### src/rtl/rsst_pkg.sv
package rsst_pkg;

  // width that can represent 0 .. (n-k)
  function automatic int unsigned cnt_width(input int unsigned n, input int unsigned k);
    return $clog2(n - k + 1);
  endfunction

  // increment with wrap at lim
  function automatic int unsigned wrap_inc(input int unsigned v, input int unsigned lim);
    return (v + 1 >= lim) ? 0 : v + 1;
  endfunction

  // difference between received and corrected symbol
  function automatic logic [31:0] sym_delta(input logic [31:0] corr, input logic [31:0] rcv);
    return corr ^ rcv;
  endfunction

endpackage

### src/rtl/rsst_pos_track.sv
module rsst_pos_track #(
  parameter int NUM_CH = 8,
  parameter int N_SYM  = 255,
  parameter int SIDX_W = 8,
  parameter int CIDX_W = 3
) (
  input  logic              clk,
  input  logic              rst_n,
  input  logic              start_any,
  output logic              cur_run,
  output logic [SIDX_W-1:0] cur_sym,
  output logic [CIDX_W-1:0] cur_ch
);
  logic              start_d;
  logic              run_q;
  logic [SIDX_W-1:0] sym_q;
  logic [CIDX_W-1:0] ch_q;
  logic              start_rise;

  assign start_rise = start_any & ~start_d;

  always_comb begin
    cur_run = 1'b0;
    cur_sym = '0;
    cur_ch  = '0;
    if (start_rise) begin
      cur_run = 1'b1;
    end else if (run_q) begin
      cur_run = 1'b1;
      cur_ch  = CIDX_W'(rsst_pkg::wrap_inc(32'(ch_q), NUM_CH));
      cur_sym = sym_q;
      if (32'(ch_q) == NUM_CH - 1) begin
        if (32'(sym_q) == N_SYM - 1) cur_run = 1'b0;
        else cur_sym = SIDX_W'(rsst_pkg::wrap_inc(32'(sym_q), N_SYM));
      end
    end
  end

  always_ff @(posedge clk) begin
    if (!rst_n) begin
      start_d <= 1'b0;
      run_q   <= 1'b0;
      sym_q   <= '0;
      ch_q    <= '0;
    end else begin
      start_d <= start_any;
      run_q   <= cur_run;
      sym_q   <= cur_sym;
      ch_q    <= cur_ch;
    end
  end

  assert_pos_range_R6: assert property (@(posedge clk) disable iff (!rst_n)
    cur_run |-> (32'(cur_ch) < NUM_CH) && (32'(cur_sym) < N_SYM));

  assert_start_sym0_R6: assert property (@(posedge clk) disable iff (!rst_n)
    (start_any && cur_run) |-> (cur_sym == '0));

endmodule

### src/rtl/rsst_wr_gate.sv
module rsst_wr_gate #(
  parameter int DW = 16
) (
  input  logic          clk,
  input  logic          rst_n,
  input  logic          start_any,
  input  logic          end_any,
  input  logic [DW-1:0] data_in,
  output logic          fifo_we,
  output logic [DW-1:0] fifo_wdata
);
  logic in_info_q;
  logic capture;

  assign capture = start_any | end_any | in_info_q;

  always_ff @(posedge clk) begin
    if (!rst_n) begin
      in_info_q  <= 1'b0;
      fifo_we    <= 1'b0;
      fifo_wdata <= '0;
    end else begin
      if (start_any)    in_info_q <= 1'b1;
      else if (end_any) in_info_q <= 1'b0;
      fifo_we    <= capture;
      fifo_wdata <= data_in;
    end
  end

  assert_we_from_start_R2: assert property (@(posedge clk) disable iff (!rst_n)
    $rose(fifo_we) |-> $past(start_any));

  assert_we_stop_R2: assert property (@(posedge clk) disable iff (!rst_n)
    ($fell(end_any) && !start_any) |=> !fifo_we);

  assert_data_pipe_R1: assert property (@(posedge clk) disable iff (!rst_n)
    1'b1 |=> (fifo_wdata == $past(data_in)));

endmodule

### src/rtl/rsst_err_stat.sv
module rsst_err_stat #(
  parameter int NUM_DEC = 2,
  parameter int CNT_W   = 5
) (
  input  logic                     clk,
  input  logic                     rst_n,
  input  logic                     sample,
  input  logic [NUM_DEC-1:0]       err_found,
  input  logic [NUM_DEC-1:0]       fail,
  input  logic [NUM_DEC*CNT_W-1:0] err_cnt,
  input  logic                     fail_clr,
  output logic [NUM_DEC*CNT_W-1:0] cnt_hold,
  output logic                     fail_flag
);
  logic any_found;
  logic any_fail;

  assign any_found = sample & (|err_found);
  assign any_fail  = sample & (|fail);

  always_ff @(posedge clk) begin
    if (!rst_n) begin
      cnt_hold  <= '0;
      fail_flag <= 1'b0;
    end else begin
      if (any_found && !any_fail) cnt_hold <= err_cnt;
      if (any_fail)      fail_flag <= 1'b1;
      else if (fail_clr) fail_flag <= 1'b0;
    end
  end

  assert_fail_sets_R4: assert property (@(posedge clk) disable iff (!rst_n)
    any_fail |=> fail_flag);

  assert_fail_holds_cnt_R4: assert property (@(posedge clk) disable iff (!rst_n)
    any_fail |=> $stable(cnt_hold));

  assert_clr_R5: assert property (@(posedge clk) disable iff (!rst_n)
    (fail_clr && !any_fail) |=> !fail_flag);

  assert_cnt_only_on_found_R3: assert property (@(posedge clk) disable iff (!rst_n)
    !any_found |=> $stable(cnt_hold));

endmodule

### src/rtl/rsst_err_loc.sv
module rsst_err_loc #(
  parameter int NUM_DEC = 2,
  parameter int SYM_W   = 8,
  parameter int SIDX_W  = 8,
  parameter int CIDX_W  = 3
) (
  input  logic                     clk,
  input  logic                     rst_n,
  input  logic [NUM_DEC*SYM_W-1:0] data_corr,
  input  logic [NUM_DEC*SYM_W-1:0] data_rcv,
  input  logic                     cur_run,
  input  logic [SIDX_W-1:0]        cur_sym,
  input  logic [CIDX_W-1:0]        cur_ch,
  output logic [NUM_DEC-1:0]       rec_vld,
  output logic [SIDX_W-1:0]        rec_sym,
  output logic [CIDX_W-1:0]        rec_ch,
  output logic [NUM_DEC*SYM_W-1:0] rec_pat
);
  logic run_d;

  always_ff @(posedge clk) begin
    if (!rst_n) begin
      rec_sym <= '0;
      rec_ch  <= '0;
      run_d   <= 1'b0;
    end else begin
      rec_sym <= cur_sym;
      rec_ch  <= cur_ch;
      run_d   <= cur_run;
    end
  end

  for (genvar d = 0; d < NUM_DEC; d++) begin : g_dec
    logic [SYM_W-1:0] delta;
    assign delta = SYM_W'(rsst_pkg::sym_delta(32'(data_corr[d*SYM_W +: SYM_W]),
                                              32'(data_rcv[d*SYM_W +: SYM_W])));
    always_ff @(posedge clk) begin
      if (!rst_n) begin
        rec_vld[d]                 <= 1'b0;
        rec_pat[d*SYM_W +: SYM_W]  <= '0;
      end else begin
        rec_vld[d]                 <= cur_run && (delta != '0);
        rec_pat[d*SYM_W +: SYM_W]  <= delta;
      end
    end

    assert_rec_nonzero_R7: assert property (@(posedge clk) disable iff (!rst_n)
      rec_vld[d] |-> (rec_pat[d*SYM_W +: SYM_W] != '0));

    assert_rec_in_block_R8: assert property (@(posedge clk) disable iff (!rst_n)
      rec_vld[d] |-> run_d);
  end

endmodule

### src/rtl/rs_dec_status.sv
module rs_dec_status #(
  parameter int NUM_DEC = 2,
  parameter int NUM_CH  = 8,
  parameter int SYM_W   = 8,
  parameter int N_SYM   = 255,
  parameter int K_SYM   = 239,
  parameter int CNT_W   = rsst_pkg::cnt_width(N_SYM, K_SYM),
  parameter int SIDX_W  = $clog2(N_SYM),
  parameter int CIDX_W  = (NUM_CH > 1) ? $clog2(NUM_CH) : 1
) (
  input  logic                     clk,
  input  logic                     rst_n,
  input  logic [NUM_DEC-1:0]       dec_blk_start,
  input  logic [NUM_DEC-1:0]       dec_info_end,
  input  logic [NUM_DEC*SYM_W-1:0] dec_data,
  input  logic [NUM_DEC*SYM_W-1:0] dec_data_dly,
  input  logic [NUM_DEC*CNT_W-1:0] dec_err_cnt,
  input  logic [NUM_DEC-1:0]       dec_err_found,
  input  logic [NUM_DEC-1:0]       dec_fail,
  input  logic                     fail_clr,
  output logic                     fifo_we,
  output logic [NUM_DEC*SYM_W-1:0] fifo_wdata,
  output logic [NUM_DEC*CNT_W-1:0] err_cnt_hold,
  output logic                     fail_irq,
  output logic [NUM_DEC-1:0]       epos_vld,
  output logic [SIDX_W-1:0]        epos_sym,
  output logic [CIDX_W-1:0]        epos_ch,
  output logic [NUM_DEC*SYM_W-1:0] epos_pat
);
  localparam int DW = NUM_DEC * SYM_W;

  logic              start_any;
  logic              end_any;
  logic              cur_run;
  logic [SIDX_W-1:0] cur_sym;
  logic [CIDX_W-1:0] cur_ch;

  assign start_any = |dec_blk_start;
  assign end_any   = |dec_info_end;

  rsst_pos_track #(.NUM_CH(NUM_CH), .N_SYM(N_SYM), .SIDX_W(SIDX_W), .CIDX_W(CIDX_W)) u_pos (
    .clk(clk), .rst_n(rst_n), .start_any(start_any),
    .cur_run(cur_run), .cur_sym(cur_sym), .cur_ch(cur_ch));

  rsst_wr_gate #(.DW(DW)) u_wr (
    .clk(clk), .rst_n(rst_n), .start_any(start_any), .end_any(end_any),
    .data_in(dec_data), .fifo_we(fifo_we), .fifo_wdata(fifo_wdata));

  rsst_err_stat #(.NUM_DEC(NUM_DEC), .CNT_W(CNT_W)) u_stat (
    .clk(clk), .rst_n(rst_n), .sample(start_any), .err_found(dec_err_found),
    .fail(dec_fail), .err_cnt(dec_err_cnt), .fail_clr(fail_clr),
    .cnt_hold(err_cnt_hold), .fail_flag(fail_irq));

  rsst_err_loc #(.NUM_DEC(NUM_DEC), .SYM_W(SYM_W), .SIDX_W(SIDX_W), .CIDX_W(CIDX_W)) u_loc (
    .clk(clk), .rst_n(rst_n), .data_corr(dec_data), .data_rcv(dec_data_dly),
    .cur_run(cur_run), .cur_sym(cur_sym), .cur_ch(cur_ch),
    .rec_vld(epos_vld), .rec_sym(epos_sym), .rec_ch(epos_ch), .rec_pat(epos_pat));

  assert_no_write_idle_R8: assert property (@(posedge clk) disable iff (!rst_n)
    (!cur_run && !start_any && !end_any) |=> !fifo_we || $past(fifo_we));

endmodule

### config.mk
export PLATFORM = sky130hd
export DESIGN_NAME = rs_dec_status
export DESIGN_NICKNAME = d
export VERILOG_FILES = /design/src/rtl/rsst_pkg.sv /design/src/rtl/rsst_pos_track.sv /design/src/rtl/rsst_wr_gate.sv /design/src/rtl/rsst_err_stat.sv /design/src/rtl/rsst_err_loc.sv /design/src/rtl/rs_dec_status.sv
export SDC_FILE = /design/constraint.sdc
export NUM_CORES = 1
export LEC_CHECK = 0
export BUFFER_PORTS_ARGS = -buffer_cell sky130_fd_sc_hd__buf_2
export CAP_MARGIN = 40
export CORE_UTILIZATION = 46
export CTS_CLUSTER_SIZE = 16
export DETAILED_ROUTE_END_ITERATION = 10
export PLACE_DENSITY = 0.79
export SYNTH_ARGS = -nofsm -noshare
export SYNTH_HDL_FRONTEND = slang
export SYNTH_SLANG_ARGS = --single-unit
### constraint.sdc
create_clock -name clk -period 1.9 [get_ports clk]
set_input_delay 0.19 -clock clk [delete_from_list [all_inputs] [get_ports clk]]
set_output_delay 0.19 -clock clk [all_outputs]
set_load 0.02 [all_outputs]
==> metrics.txt, run 1 <==
# TYPE chip_impl_metric gauge
chip_impl_info{name="status",value="complete, no violations"} 1
chip_impl_metric{name="path_clk_slew",unit="ns"} 0.07
chip_impl_metric{name="finalPower",unit="mW"} 2.985
chip_impl_metric{name="p_per_cell_area",unit="mW/mm²"} 914.8
chip_impl_metric{name="netlist_area",unit="mm²"} 0.002416
chip_impl_metric{name="cts.sinks",unit=""} 60
chip_impl_metric{name="hpwlAfterDp",unit="µm"} 4022
chip_impl_metric{name="detail_route.wirelength",unit="µm"} 5468
chip_impl_metric{name="antenna_found_initial",unit=""} 0
chip_impl_metric{name="htree_num_levels",unit=""} 3
chip_impl_metric{name="core",unit="mm²"} 0.005075
chip_impl_metric{name="finish.net_count",unit=""} 413
chip_impl_metric{name="remaining_global_route_overflow",unit=""} 0
chip_impl_metric{name="final.setup_skew",unit="ns"} 0.003375
chip_impl_info{name="classification_of_the_worst_slack_hold_path",value="input port to flip-flop"} 1
chip_impl_info{name="clock_tree_from_tritoncts",value="yes"} 1
chip_impl_info{name="netlist_top_cells_count",value="60 x sky130_fd_sc_hd__dfxtp_1, 33 x sky130_fd_sc_hd__and2_1, 20 x sky130_fd_sc_hd__nand2_1, 16 x sky130_fd_sc_hd__xor2_1, 14 x sky130_fd_sc_hd__mux2i_1"} 1
chip_impl_metric{name="placed_cells_incl_taps",unit=""} 415
chip_impl_metric{name="time_the_final_worst_path_needs_with_i_o_delays_and_setup",unit="ns"} 1.752
chip_impl_metric{name="fillCellCount",unit=""} 457
chip_impl_metric{name="via_count_of_the_first_global_routing_pass",unit=""} 1916
chip_impl_metric{name="post_synth_arst_share",unit="%"} 0
chip_impl_metric{name="finalSetupViolCount",unit=""} 0
chip_impl_metric{name="numPortBuffers",unit=""} 109
chip_impl_metric{name="synth.top_cell.area_share",unit="%"} 49.72
chip_impl_metric{name="grt_max_degree",unit=""} 46
chip_impl_info{name="endpoint_kind",value="flip-flop"} 1
chip_impl_metric{name="chipWidth",unit="µm"} 74.47
chip_impl_metric{name="worstPathRequired",unit="ns"} 2.10
chip_impl_metric{name="worst-slew-pin-transition",unit="ns"} 0.4115
chip_impl_metric{name="timing.final.hold_violations",unit=""} 0
chip_impl_metric{name="postSynthRegisterBits",unit=""} 60
chip_impl_metric{name="cts.hold.buffers_added",unit=""} 0
chip_impl_metric{name="n_antenna_cell",unit=""} 0
chip_impl_metric{name="area.sequential",unit="mm²"} 0.001204
chip_impl_metric{name="rows",unit=""} 26
chip_impl_metric{name="multiInputGateArea",unit="mm²"} 0.001161
chip_impl_metric{name="die-area",unit="mm²"} 0.005546
chip_impl_metric{name="drt-wirelength-per-cell",unit="µm"} 12.69
chip_impl_metric{name="cts-buffers-inserted",unit=""} 9
chip_impl_metric{name="num_vias",unit=""} 2078
chip_impl_metric{name="clock.fmax",unit="GHz"} 0.5707
chip_impl_metric{name="synth_sequential_area_ratio",unit="%"} 49.72
chip_impl_metric{name="post_route_cells_drive_above_1_share",unit="%"} 37.67
chip_impl_metric{name="route.detailed.vias_per_inst",unit=""} 4.821
chip_impl_info{name="synth_flop_cell",value="sky130_fd_sc_hd__dfxtp_1"} 1
chip_impl_info{name="criticalPathCategory",value="flip-flop to flip-flop"} 1
chip_impl_metric{name="cap_viol_max_count",unit=""} 0
chip_impl_metric{name="worst_skew_pair_later_pin_latency",unit="ns"} 0.33
chip_impl_metric{name="synth_cell_type_count",unit=""} 40
chip_impl_metric{name="detailedRoute.firstPassIterationCount",unit=""} 4
chip_impl_metric{name="clk_path_buf_depth",unit=""} 2
chip_impl_metric{name="number_of_flops_mapped_to_enable_cells_by_yosys",unit=""} 0
chip_impl_info{name="crit_path_start_kind",value="flip-flop"} 1
chip_impl_metric{name="holdWs",unit="ns"} 0.08024
chip_impl_metric{name="max-vdd-ir-drop",unit="V"} 0.0006232
chip_impl_metric{name="synthesis.instances",unit=""} 243
chip_impl_metric{name="initial_utilization",unit="%"} 47.61
chip_impl_metric{name="fin_util",unit="%"} 64.30
chip_impl_info{name="synth.most_common_cell",value="sky130_fd_sc_hd__dfxtp_1"} 1
chip_impl_metric{name="gr-usage-all-layers",unit="%"} 21.16
chip_impl_metric{name="die_y",unit="µm"} 74.47
chip_impl_metric{name="synth_fp_nets",unit=""} 300
chip_impl_metric{name="total_leakage_power",unit="nW"} 1.514
chip_impl_metric{name="drc",unit=""} 0
chip_impl_metric{name="max-slew-margin-rel",unit="%"} 72.33
chip_impl_metric{name="worst_ep_arrival_time",unit="ns"} 1.96
chip_impl_metric{name="ys.warnings.count",unit=""} 0
chip_impl_metric{name="setup_total_negative_slack",unit="ns"} 0
chip_impl_metric{name="instances_no_fill",unit=""} 431
chip_impl_metric{name="syn2layout_area_growth",unit="%"} 35.06
chip_impl_info{name="cts_root_buf",value="sky130_fd_sc_hd__clkbuf_8"} 1
chip_impl_info{name="rsz_0062_raised_after_global_routing",value="false"} 1
chip_impl_metric{name="gpl.final_weighted_congestion",unit=""} 0.8892
chip_impl_metric{name="ant_nets",unit=""} 0
chip_impl_metric{name="initialDrtViolationCount",unit=""} 113
chip_impl_metric{name="critical_path_peak_fanout",unit=""} 9
chip_impl_metric{name="finalCritPeriodShare",unit="%"} 92.23
chip_impl_metric{name="avg_synthesized_cell_area",unit="µm²"} 9.943
chip_impl_metric{name="wire_length_of_the_first_global_routing_pass",unit="µm"} 8625
chip_impl_info{name="yosys.area.top_type",value="sky130_fd_sc_hd__dfxtp_1"} 1
chip_impl_metric{name="top_ports",unit=""} 110
chip_impl_metric{name="final_max_slew_viol_count",unit=""} 0
chip_impl_info{name="most_area_consuming_cells_after_synthesis",value="sky130_fd_sc_hd__dfxtp_1 50%, sky130_fd_sc_hd__and2_1 8.5%, sky130_fd_sc_hd__mux2i_1 5.8%, sky130_fd_sc_hd__xor2_1 5.8%, sky130_fd_sc_hd__nand2_1 3.1%"} 1
==> what timing repair did <==
| action | in CTS | in global routing |
|---|---|---|
| resized for setup | 0 | 6 |
| buffers inserted | 0 | 0 |
| endpoints found under the hold margin | 0 | 0 |
| setup endpoints to repair | 0 | 8 |
==> report_power, final <==
part	internal (mW)	switching, mW
clock network	0.814	0.494
registers	1.32	0.0201
logic	0.141	0.192
total	2.28	0.706
==> area by class of cell <==
cell class | count | share of cell area (%)
Timing Repair Buffer | 111 | 17.18
Inverter | 6 | 0.6902
Tap cell | 70 | 2.684
Clock inverter | 3 | 2.109
Sequential cell | 60 | 36.89
Clock buffer | 13 | 4.870
Multi-Input combinational cell | 168 | 35.58
==> state kept, by name, summed over array words and instances (netlist names) <==
register,count
u_loc.rec_ch,3
u_loc.rec_pat,16
u_loc.rec_sym,8
u_loc.rec_vld,2
u_pos.run_q,1
u_pos.start_d,1
u_stat.cnt_hold,10
u_stat.fail_flag,1
u_wr.fifo_wdata,16
u_wr.fifo_we,1
u_wr.in_info_q,1
==> worst max-delay path: stages (launching register included) <==
cell	delay (ns)
sky130_fd_sc_hd__dfxtp_2	0.43
sky130_fd_sc_hd__inv_1	0.09
sky130_fd_sc_hd__ha_2	0.30
sky130_fd_sc_hd__o21bai_1	0.17
sky130_fd_sc_hd__o2111ai_2	0.20
sky130_fd_sc_hd__nor3_4	0.29
sky130_fd_sc_hd__o22ai_1	0.14
==> metrics by stage <==
step                worst slack, ns  cell area, µm²
finish                       0.1477            3263
global route                0.01587            3263
CTS                       0.0001703            3239
detailed placement         0.005726            3012
global placement             0.1290            3012
floorplan                    0.1328            2416
==> per-layer routing <==
metal  wire, µm  part of all wire, %  vias up  GRT usage (%)
met5          0                    0        -              0
met4        116                  2.1        0          11.74
met3        431                  7.9       10          9.350
met2       2632                   48       75          33.53
met1       2288                   42      947          23.78
li1           -                    -     1046              -
==> kinds of logic (layout without fill, tap and decap cells) <==
logic type,Yosys count,count (layout),share of synthesized area [%]
xor gates and xnor gates,17,17,6.162
and+or+nand+nor,101,101,24.55
buffers and inverters,15,133,3.107
DFF,60,60,49.72
adders and majority gates,4,4,2.072
muxes,14,14,5.800
AOI/OAI and AO/OA,32,32,8.597
==> worst paths after layout <==
kind,start,end,slack (ns),cells after the start
hold reg to reg,u_wr.in_info_q,u_wr.in_info_q,0.48,2
hold / removal,dec_data[6],u_wr.fifo_wdata[6],0.08,2
setup reg to reg,u_loc.rec_sym[0],u_loc.rec_sym[2],0.15,6
setup / recovery,u_loc.rec_sym[0],u_loc.rec_sym[2],0.15,6
==> placed cells by master (no fill, tap or decap), types with 3 or more instances in the layout <==
master,count
sky130_fd_sc_hd__nand2_1,20
sky130_fd_sc_hd__o21ai_0,11
sky130_fd_sc_hd__nor4_1,4
sky130_fd_sc_hd__mux2i_1,14
sky130_fd_sc_hd__nand3_1,8
sky130_fd_sc_hd__clkbuf_8,11
sky130_fd_sc_hd__dfxtp_1,58
sky130_fd_sc_hd__and3_1,3
sky130_fd_sc_hd__and2_1,33
sky130_fd_sc_hd__xor2_1,16
sky130_fd_sc_hd__nand2b_1,5
sky130_fd_sc_hd__o31ai_1,3
sky130_fd_sc_hd__o22ai_1,3
sky130_fd_sc_hd__nor2_1,6
sky130_fd_sc_hd__buf_2,109
sky130_fd_sc_hd__inv_1,6
sky130_fd_sc_hd__nor2b_1,11
Power figures use the tool's default switching activity.
==> run 2, diff against run 1 <==
Settings changed: ABC_AREA set to 1.
==> metrics.txt, run 2 <==
# TYPE chip_impl_metric gauge
chip_impl_info{name="status",value="complete, no violations"} 1
chip_impl_metric{name="ant_nets",unit=""} 0
chip_impl_metric{name="met3_wirelength",unit="µm"} 361
chip_impl_metric{name="n_antenna_cell",unit=""} 0
chip_impl_info{name="critical_path.top_delay_family",value="simple AND/OR/NAND/NOR gates"} 1
chip_impl_metric{name="fin_util",unit="%"} 65.95
chip_impl_info{name="worstPathCellList",value="ha_1, nand3_1, o21bai_1, nand2_1, nor2_2, nand2_4, nand3_1, a21oi_1"} 1
chip_impl_metric{name="postSynthRegisterBits",unit=""} 60
chip_impl_metric{name="detailedRoute.firstPassIterationCount",unit=""} 4
chip_impl_metric{name="syn2layout_area_growth",unit="%"} 34.84
chip_impl_info{name="r2r-end",value="u_loc.rec_sym[3]"} 1
chip_impl_info{name="netlist_top_cells_count",value="60 x sky130_fd_sc_hd__dfxtp_1, 58 x sky130_fd_sc_hd__inv_1, 34 x sky130_fd_sc_hd__nand2_1, 32 x sky130_fd_sc_hd__nor2_1, 19 x sky130_fd_sc_hd__a21oi_1"} 1
chip_impl_metric{name="die_y",unit="µm"} 73.57
chip_impl_metric{name="max-vdd-ir-drop",unit="V"} 0.0007795
chip_impl_metric{name="cap_viol_max_count",unit=""} 0
chip_impl_metric{name="wire_length_of_the_first_global_routing_pass",unit="µm"} 8349
chip_impl_metric{name="holdWs",unit="ns"} 0.07275
chip_impl_metric{name="synth_cell_type_count",unit=""} 30
chip_impl_metric{name="cts_setup_buffers",unit=""} 0
chip_impl_metric{name="cts-buffers-inserted",unit=""} 9
chip_impl_info{name="synth.most_common_cell",value="sky130_fd_sc_hd__dfxtp_1"} 1
chip_impl_metric{name="worst-slew-pin-transition",unit="ns"} 0.5708
chip_impl_metric{name="clock.fmax",unit="GHz"} 0.5976
chip_impl_metric{name="grt_max_degree",unit=""} 28
chip_impl_metric{name="drc",unit=""} 0
chip_impl_metric{name="routedLengthMet1",unit="µm"} 2263
chip_impl_metric{name="cp_slowest_stage_delay",unit="ns"} 0.47
chip_impl_info{name="rsz_0062_raised_after_global_routing",value="false"} 1
chip_impl_metric{name="post_synth_arst_share",unit="%"} 0
chip_impl_info{name="classification_of_the_worst_slack_hold_path",value="input port to flip-flop"} 1
chip_impl_metric{name="total_leakage_power",unit="nW"} 1.749
chip_impl_metric{name="htree_num_levels",unit=""} 3
chip_impl_metric{name="detailroute.wirelength.met2",unit="µm"} 2444
chip_impl_metric{name="initialDrtViolationCount",unit=""} 69
chip_impl_metric{name="rows",unit=""} 25
chip_impl_metric{name="ys.warnings.count",unit=""} 0
chip_impl_info{name="crit_path_start_kind",value="flip-flop"} 1
chip_impl_metric{name="placed_cells_incl_taps",unit=""} 463
chip_impl_info{name="cts_root_buf",value="sky130_fd_sc_hd__clkbuf_8"} 1
chip_impl_metric{name="top_ports",unit=""} 110
chip_impl_metric{name="fillCellCount",unit=""} 442
chip_impl_info{name="layout_top_registers",value="u_loc.rec_pat: 16 flops, u_wr.fifo_wdata: 16 flops, u_stat.cnt_hold: 10 flops"} 1
chip_impl_metric{name="cts.sinks",unit=""} 60
chip_impl_metric{name="final.setup_skew",unit="ns"} 0.005451
chip_impl_metric{name="max-slew-margin-rel",unit="%"} 61.81
chip_impl_metric{name="netlist_area",unit="mm²"} 0.002356
chip_impl_metric{name="synth-adder-area-share",unit="%"} 2.124
chip_impl_metric{name="critical_path_peak_fanout",unit=""} 8
chip_impl_metric{name="gr-usage-all-layers",unit="%"} 20.56
chip_impl_metric{name="reg2reg_depth",unit=""} 8
chip_impl_metric{name="area.sequential",unit="mm²"} 0.001201
chip_impl_metric{name="p_per_cell_area",unit="mW/mm²"} 923.6
chip_impl_metric{name="synth_fp_nets",unit=""} 350
chip_impl_metric{name="final_max_slew_viol_count",unit=""} 0
chip_impl_metric{name="die-area",unit="mm²"} 0.005412
chip_impl_info{name="endpoint_kind",value="flip-flop"} 1
chip_impl_metric{name="cp.depth",unit=""} 8
chip_impl_info{name="mostFrequentLayoutCell",value="sky130_fd_sc_hd__buf_2"} 1
chip_impl_metric{name="synthSimpleGateAreaFrac",unit="%"} 18.96
chip_impl_metric{name="synthesis.instances",unit=""} 293
chip_impl_metric{name="finalCritPeriodShare",unit="%"} 88.07
chip_impl_metric{name="timing.final.hold_violations",unit=""} 0
chip_impl_info{name="cpMostUsedCell",value="sky130_fd_sc_hd__nand3_1"} 1
chip_impl_metric{name="finalSetupViolCount",unit=""} 0
chip_impl_metric{name="detail_route.wirelength",unit="µm"} 5127
chip_impl_metric{name="synth.top_cell.area_share",unit="%"} 50.98
chip_impl_metric{name="worst_ep_arrival_time",unit="ns"} 1.87
chip_impl_info{name="r2r-start",value="u_loc.rec_sym[0]"} 1
chip_impl_metric{name="timing.critical_path.buf_inv",unit=""} 0
chip_impl_metric{name="synth_mux_area_share",unit="%"} 0
chip_impl_metric{name="instances_no_fill",unit=""} 479
chip_impl_metric{name="number_of_resized_instances_in_the_post_cts_repair_step",unit=""} 0
chip_impl_info{name="worst_path_max_delay_cell",value="sky130_fd_sc_hd__dfxtp_1"} 1
chip_impl_info{name="clock_tree_from_tritoncts",value="yes"} 1
chip_impl_metric{name="worstPathRequired",unit="ns"} 2.10
chip_impl_metric{name="numPortBuffers",unit=""} 109
chip_impl_info{name="top_layer_used",value="met4"} 1
chip_impl_metric{name="via_count_of_the_first_global_routing_pass",unit=""} 2005
chip_impl_metric{name="initial_utilization",unit="%"} 48.91
chip_impl_info{name="main_combinational_cell_family_by_area_after_synthesis",value="simple AND/OR/NAND/NOR gates"} 1
chip_impl_metric{name="route.detailed.vias_per_inst",unit=""} 4.428
chip_impl_metric{name="gpl.final_weighted_congestion",unit=""} 0.8328
chip_impl_metric{name="chipWidth",unit="µm"} 73.57
chip_impl_metric{name="remaining_global_route_overflow",unit=""} 0
chip_impl_metric{name="num_vias",unit=""} 2121
chip_impl_metric{name="avg_synthesized_cell_area",unit="µm²"} 8.041
chip_impl_metric{name="clk_path_buf_depth",unit=""} 2
chip_impl_metric{name="synth_compound_gate_area_share",unit="%"} 10.09
chip_impl_metric{name="core",unit="mm²"} 0.004817
chip_impl_metric{name="post_route_cells_drive_above_1_share",unit="%"} 34.47
chip_impl_info{name="synth_flop_cell",value="sky130_fd_sc_hd__dfxtp_1"} 1
chip_impl_info{name="criticalPathCategory",value="flip-flop to flip-flop"} 1
chip_impl_metric{name="path_clk_slew",unit="ns"} 0.06
chip_impl_metric{name="synth_sequential_area_ratio",unit="%"} 50.98
chip_impl_metric{name="cts.hold.buffers_added",unit=""} 0
chip_impl_metric{name="drt-wirelength-per-cell",unit="µm"} 10.70
chip_impl_metric{name="number_of_flops_mapped_to_enable_cells_by_yosys",unit=""} 0
chip_impl_metric{name="multiInputGateArea",unit="µm²"} 874.6
chip_impl_metric{name="finish.net_count",unit=""} 464
chip_impl_metric{name="setup_total_negative_slack",unit="ns"} 0
chip_impl_metric{name="antenna_found_initial",unit=""} 0
chip_impl_metric{name="time_the_final_worst_path_needs_with_i_o_delays_and_setup",unit="ns"} 1.673
chip_impl_info{name="most_area_consuming_cells_after_synthesis",value="sky130_fd_sc_hd__dfxtp_1 51%, sky130_fd_sc_hd__inv_1 9.2%, sky130_fd_sc_hd__nand2_1 5.4%, sky130_fd_sc_hd__nor2_1 5.1%, sky130_fd_sc_hd__xor2_1 4.5%"} 1
chip_impl_info{name="final_cell_mix",value="109 x sky130_fd_sc_hd__buf_2, 60 x sky130_fd_sc_hd__dfxtp_1, 58 x sky130_fd_sc_hd__inv_1, 34 x sky130_fd_sc_hd__nand2_1, 32 x sky130_fd_sc_hd__nor2_1"} 1
chip_impl_info{name="yosys.area.top_type",value="sky130_fd_sc_hd__dfxtp_1"} 1
chip_impl_metric{name="worst-r2r-setup-slack",unit="ns"} 0.23
chip_impl_info{name="endpoint",value="u_loc.rec_sym[3]"} 1
chip_impl_metric{name="hpwlAfterDp",unit="µm"} 3890
chip_impl_metric{name="worst_skew_pair_later_pin_latency",unit="ns"} 0.32
chip_impl_info{name="worst_setup_path_startpoint",value="u_loc.rec_sym[0]"} 1
chip_impl_metric{name="synth_xor_area_share",unit="%"} 5.948
run 2: cell count changes after synthesis, sizes merged, moves of 5 or more:
cell / change
inv: +56
nand2: +18
nand2b: -5
mux2i: -14
a21oi: +18
nand4: +5
nor2b: -11
and2: -34
o21ai: +7
nand3: +7
nor2: +27
run 2: layer usage:
layer / GRT usage, % / vias up
met2: 33.33 / 70
met5: 0 / -
li1: - / 1125
met3: 8.093 / 6
met1: 23.60 / 920
met4: 10.04 / 0
run 2: cell type report:
type                            count  area share (%)
Sequential cell                    60           37.81
Multi-Input combinational cell    162           27.53
Timing Repair Buffer              112           17.88
Inverter                           62           7.326
Clock buffer                       11           4.451
Tap cell                           67           2.639
Clock inverter                      5           2.363
run 2: how the worst min path moves through the flow:
stage	start	to	slack, ns	cells past startpoint
after floorplan	dec_data[0]	u_wr.fifo_wdata[0]	0.28	2
after global placement	dec_data[6]	u_wr.fifo_wdata[6]	0.39	3
after detailed placement	dec_data[7]	u_wr.fifo_wdata[7]	0.40	3
after CTS	fail_clr	u_stat.fail_flag	0.06	2
after global routing	fail_clr	u_stat.fail_flag	0.06	2
final	fail_clr	u_stat.fail_flag	0.07	2
run 2: worst register-to-register path: cells and delay by family, from the launching register on:
family,cells,cell delay (ns)
compound gates,2,0.23
fa+ha+maj,1,0.32
flops,1,0.47
simple gates,5,0.55
run 2: power by group:
group | switching (mW) | total, mW | internal (mW) | leakage (nW)
sequential | 0.0210 | 1.35 | 1.33 | 0.496
clock | 0.466 | 1.23 | 0.768 | 0.113
combinational | 0.216 | 0.350 | 0.134 | 1.14
run 2: per-stage QoR:
stage,setup WS [ns],cell area (µm²),power (mW)
final,0.2266,3177,2.934
after global routing,0.01598,3177,3.067
after CTS,0.2295,3177,2.970
after detailed placement,0.2346,2960,1.730
after global placement,0.3222,2960,1.723
after floorplan,0.2617,2356,1.576
run 2: cell families (layout without fill, tap and decap cells):
kind of cell | count (synthesis) | after routing
simple gates | 98 | 98
buf+inv | 71 | 190
flops | 60 | 60
compound gates | 44 | 44
xor+xnor | 16 | 16
fa+ha+maj | 4 | 4
==> run 3, diff against run 2 <==
Settings changed: CORE_UTILIZATION 46 to 45, PLACE_DENSITY 0.79 to 0.78.
==> metrics.txt, run 3 (synthesis gave the netlist of run 2 again) <==
# TYPE chip_impl_metric gauge
chip_impl_metric{name="detailroute.wirelength.met2",unit="µm"} 2549
chip_impl_info{name="clock_tree_from_tritoncts",value="yes"} 1
chip_impl_metric{name="finalSetupViolCount",unit=""} 0
chip_impl_metric{name="initialDrtViolationCount",unit=""} 57
chip_impl_metric{name="cts_setup_buffers",unit=""} 0
chip_impl_metric{name="max-slew-margin-rel",unit="%"} 65.95
chip_impl_info{name="mostFrequentLayoutCell",value="sky130_fd_sc_hd__buf_2"} 1
chip_impl_metric{name="initial_utilization",unit="%"} 48.28
chip_impl_metric{name="sw_frac_of_total",unit="%"} 22.77
chip_impl_metric{name="path_clk_slew",unit="ns"} 0.07
chip_impl_metric{name="rows",unit=""} 25
chip_impl_metric{name="chipWidth",unit="µm"} 74.36
chip_impl_metric{name="clk_path_buf_depth",unit=""} 2
chip_impl_info{name="layout_top_registers",value="u_loc.rec_pat: 16 flops, u_wr.fifo_wdata: 16 flops, u_stat.cnt_hold: 10 flops"} 1
chip_impl_metric{name="worst-slew-pin-transition",unit="ns"} 0.5088
chip_impl_metric{name="instances_no_fill",unit=""} 479
chip_impl_metric{name="numPortBuffers",unit=""} 109
chip_impl_info{name="status",value="complete, no violations"} 1
chip_impl_metric{name="p_per_cell_area",unit="mW/mm²"} 968.9
chip_impl_metric{name="hpwlAfterDp",unit="µm"} 3984
chip_impl_info{name="rsz_0062_raised_after_global_routing",value="false"} 1
chip_impl_info{name="endpoint_kind",value="flip-flop"} 1
chip_impl_metric{name="detailedRoute.firstPassIterationCount",unit=""} 4
chip_impl_metric{name="syn2layout_area_growth",unit="%"} 36.38
chip_impl_metric{name="fin_area",unit="mm²"} 0.003213
chip_impl_metric{name="gr-usage-all-layers",unit="%"} 20.79
chip_impl_metric{name="cts.hold.buffers_added",unit=""} 0
chip_impl_info{name="worst_setup_path_startpoint",value="u_loc.rec_sym[0]"} 1
chip_impl_metric{name="drt-wirelength-per-cell",unit="µm"} 10.91
chip_impl_metric{name="fin_util",unit="%"} 65.85
chip_impl_metric{name="antenna_found_initial",unit=""} 0
chip_impl_metric{name="holdWs",unit="ns"} 0.05978
chip_impl_metric{name="timing.final.hold_violations",unit=""} 0
chip_impl_metric{name="drc",unit=""} 0
chip_impl_info{name="final_cell_mix",value="109 x sky130_fd_sc_hd__buf_2, 60 x sky130_fd_sc_hd__dfxtp_1, 58 x sky130_fd_sc_hd__inv_1, 34 x sky130_fd_sc_hd__nand2_1, 32 x sky130_fd_sc_hd__nor2_1"} 1
chip_impl_info{name="criticalPathCategory",value="flip-flop to flip-flop"} 1
chip_impl_metric{name="die_y",unit="µm"} 74.36
chip_impl_metric{name="detail_route.wirelength",unit="µm"} 5225
chip_impl_info{name="crit_path_start_kind",value="flip-flop"} 1
chip_impl_metric{name="placement.setup.worst_slack",unit="ns"} 0.2172
chip_impl_metric{name="final_max_slew_viol_count",unit=""} 0
chip_impl_metric{name="num_vias",unit=""} 2148
chip_impl_metric{name="via_count_of_the_first_global_routing_pass",unit=""} 1993
chip_impl_metric{name="gpl.final_weighted_congestion",unit=""} 0.8296
chip_impl_metric{name="power.net_switching",unit="mW"} 0.7089
chip_impl_metric{name="critical_path_peak_fanout",unit=""} 8
chip_impl_metric{name="die-area",unit="mm²"} 0.005529
chip_impl_metric{name="cap_viol_max_count",unit=""} 0
chip_impl_metric{name="finish.net_count",unit=""} 464
chip_impl_metric{name="worstPathRequired",unit="ns"} 2.11
chip_impl_metric{name="time_the_final_worst_path_needs_with_i_o_delays_and_setup",unit="ns"} 1.695
chip_impl_metric{name="route.detailed.vias_per_inst",unit=""} 4.484
chip_impl_info{name="worst_hold_startpoint",value="dec_data[4]"} 1
chip_impl_metric{name="post_route_cells_drive_above_1_share",unit="%"} 34.71
chip_impl_metric{name="number_of_resized_instances_in_the_post_cts_repair_step",unit=""} 0
chip_impl_metric{name="power.sequential.fraction",unit="%"} 43.4
chip_impl_metric{name="worst_ep_arrival_time",unit="ns"} 1.91
chip_impl_info{name="classification_of_the_worst_slack_hold_path",value="input port to flip-flop"} 1
chip_impl_metric{name="placed_cells_incl_taps",unit=""} 463
chip_impl_metric{name="clock.fmax",unit="GHz"} 0.5899
chip_impl_metric{name="n_antenna_cell",unit=""} 0
chip_impl_metric{name="pwr-share-comb",unit="%"} 11.3
chip_impl_metric{name="finalCritPeriodShare",unit="%"} 89.23
chip_impl_metric{name="remaining_global_route_overflow",unit=""} 0
chip_impl_info{name="top_layer_used",value="met4"} 1
chip_impl_metric{name="htree_num_levels",unit=""} 3
chip_impl_metric{name="setup_slack",unit="ns"} 0.2047
chip_impl_metric{name="routedLengthMet1",unit="µm"} 2097
chip_impl_metric{name="cts.sinks",unit=""} 60
chip_impl_metric{name="cts-buffers-inserted",unit=""} 9
chip_impl_metric{name="final.setup_skew",unit="ns"} 0.003687
chip_impl_metric{name="total_leakage_power",unit="nW"} 1.759
chip_impl_metric{name="setup_total_negative_slack",unit="ns"} 0
chip_impl_metric{name="grt_max_degree",unit=""} 28
chip_impl_metric{name="wire_length_of_the_first_global_routing_pass",unit="µm"} 8362
chip_impl_metric{name="max-vdd-ir-drop",unit="V"} 0.0005969
chip_impl_metric{name="core",unit="mm²"} 0.004880
chip_impl_metric{name="met3_wirelength",unit="µm"} 489
chip_impl_info{name="cts_root_buf",value="sky130_fd_sc_hd__clkbuf_8"} 1
chip_impl_info{name="r2r-start",value="u_loc.rec_sym[0]"} 1
chip_impl_metric{name="internal-power",unit="mW"} 2.404
chip_impl_metric{name="clock_group_share_of_total_power",unit="%"} 45.4
chip_impl_metric{name="placedInstanceArea",unit="mm²"} 0.002960
chip_impl_metric{name="ant_nets",unit=""} 0
chip_impl_metric{name="top_ports",unit=""} 110
chip_impl_metric{name="worst_skew_pair_later_pin_latency",unit="ns"} 0.33
chip_impl_metric{name="finalPower",unit="mW"} 3.113
==> run 3: cell count changes in the layout (fill, tap and decap cells not counted) <==
cell / change
sky130_fd_sc_hd__clkinv_2: -2
sky130_fd_sc_hd__clkbuf_8: +1
sky130_fd_sc_hd__ha_1: -1
sky130_fd_sc_hd__bufinv_16: +1
sky130_fd_sc_hd__ha_2: +1
==> run 3: per-layer routing <==
metal  global-route usage [%]  vias to the layer above
li1                         -                     1124
met4                    9.434                        0
met5                        0                        -
met2                    37.37                       74
met3                    9.756                        6
met1                    20.27                      944
==> run 3: layout make-up <==
class | instances | area, µm²
fill | 430 | 1667
sequential | 60 | 1201
multi-input combinational | 162 | 877.1
timing repair buffer | 112 | 568.0
inverter | 62 | 232.7
clock buffer | 12 | 155.1
clock inverter | 4 | 95.09
tap | 67 | 83.83
==> run 3: path summary, 6_finish.rpt <==
kind	depth (start not counted)	slack [ns]	endpoint
worst max-delay path	10	0.20	u_loc.rec_sym[2]
worst min-delay path	3	0.06	u_wr.fifo_wdata[4]
worst max register to register	10	0.20	u_loc.rec_sym[2]
worst min register to register	2	0.44	u_stat.cnt_hold[2]
==> run 3: worst max-delay path: stages, from the launching register on <==
cell                      delay (ns)
sky130_fd_sc_hd__dfxtp_1        0.49
sky130_fd_sc_hd__inv_1          0.08
sky130_fd_sc_hd__ha_1           0.31
sky130_fd_sc_hd__nor2_1         0.09
sky130_fd_sc_hd__nor2_1         0.05
sky130_fd_sc_hd__nor2_1         0.08
sky130_fd_sc_hd__nand3_1        0.11
sky130_fd_sc_hd__nor2_4         0.12
sky130_fd_sc_hd__nand2_4        0.09
sky130_fd_sc_hd__nand3_1        0.09
sky130_fd_sc_hd__a21oi_1        0.07
==> run 3: power by group through the flow <==
stage                     clock network (mW)  logic, mW  registers [mW]
after detailed placement                   0      0.354            1.38
after floorplan                            0      0.112            1.46
final                                   1.41      0.350            1.35
after global routing                    1.50      0.388            1.36
after CTS                               1.45      0.355            1.35
after global placement                     0      0.347            1.37
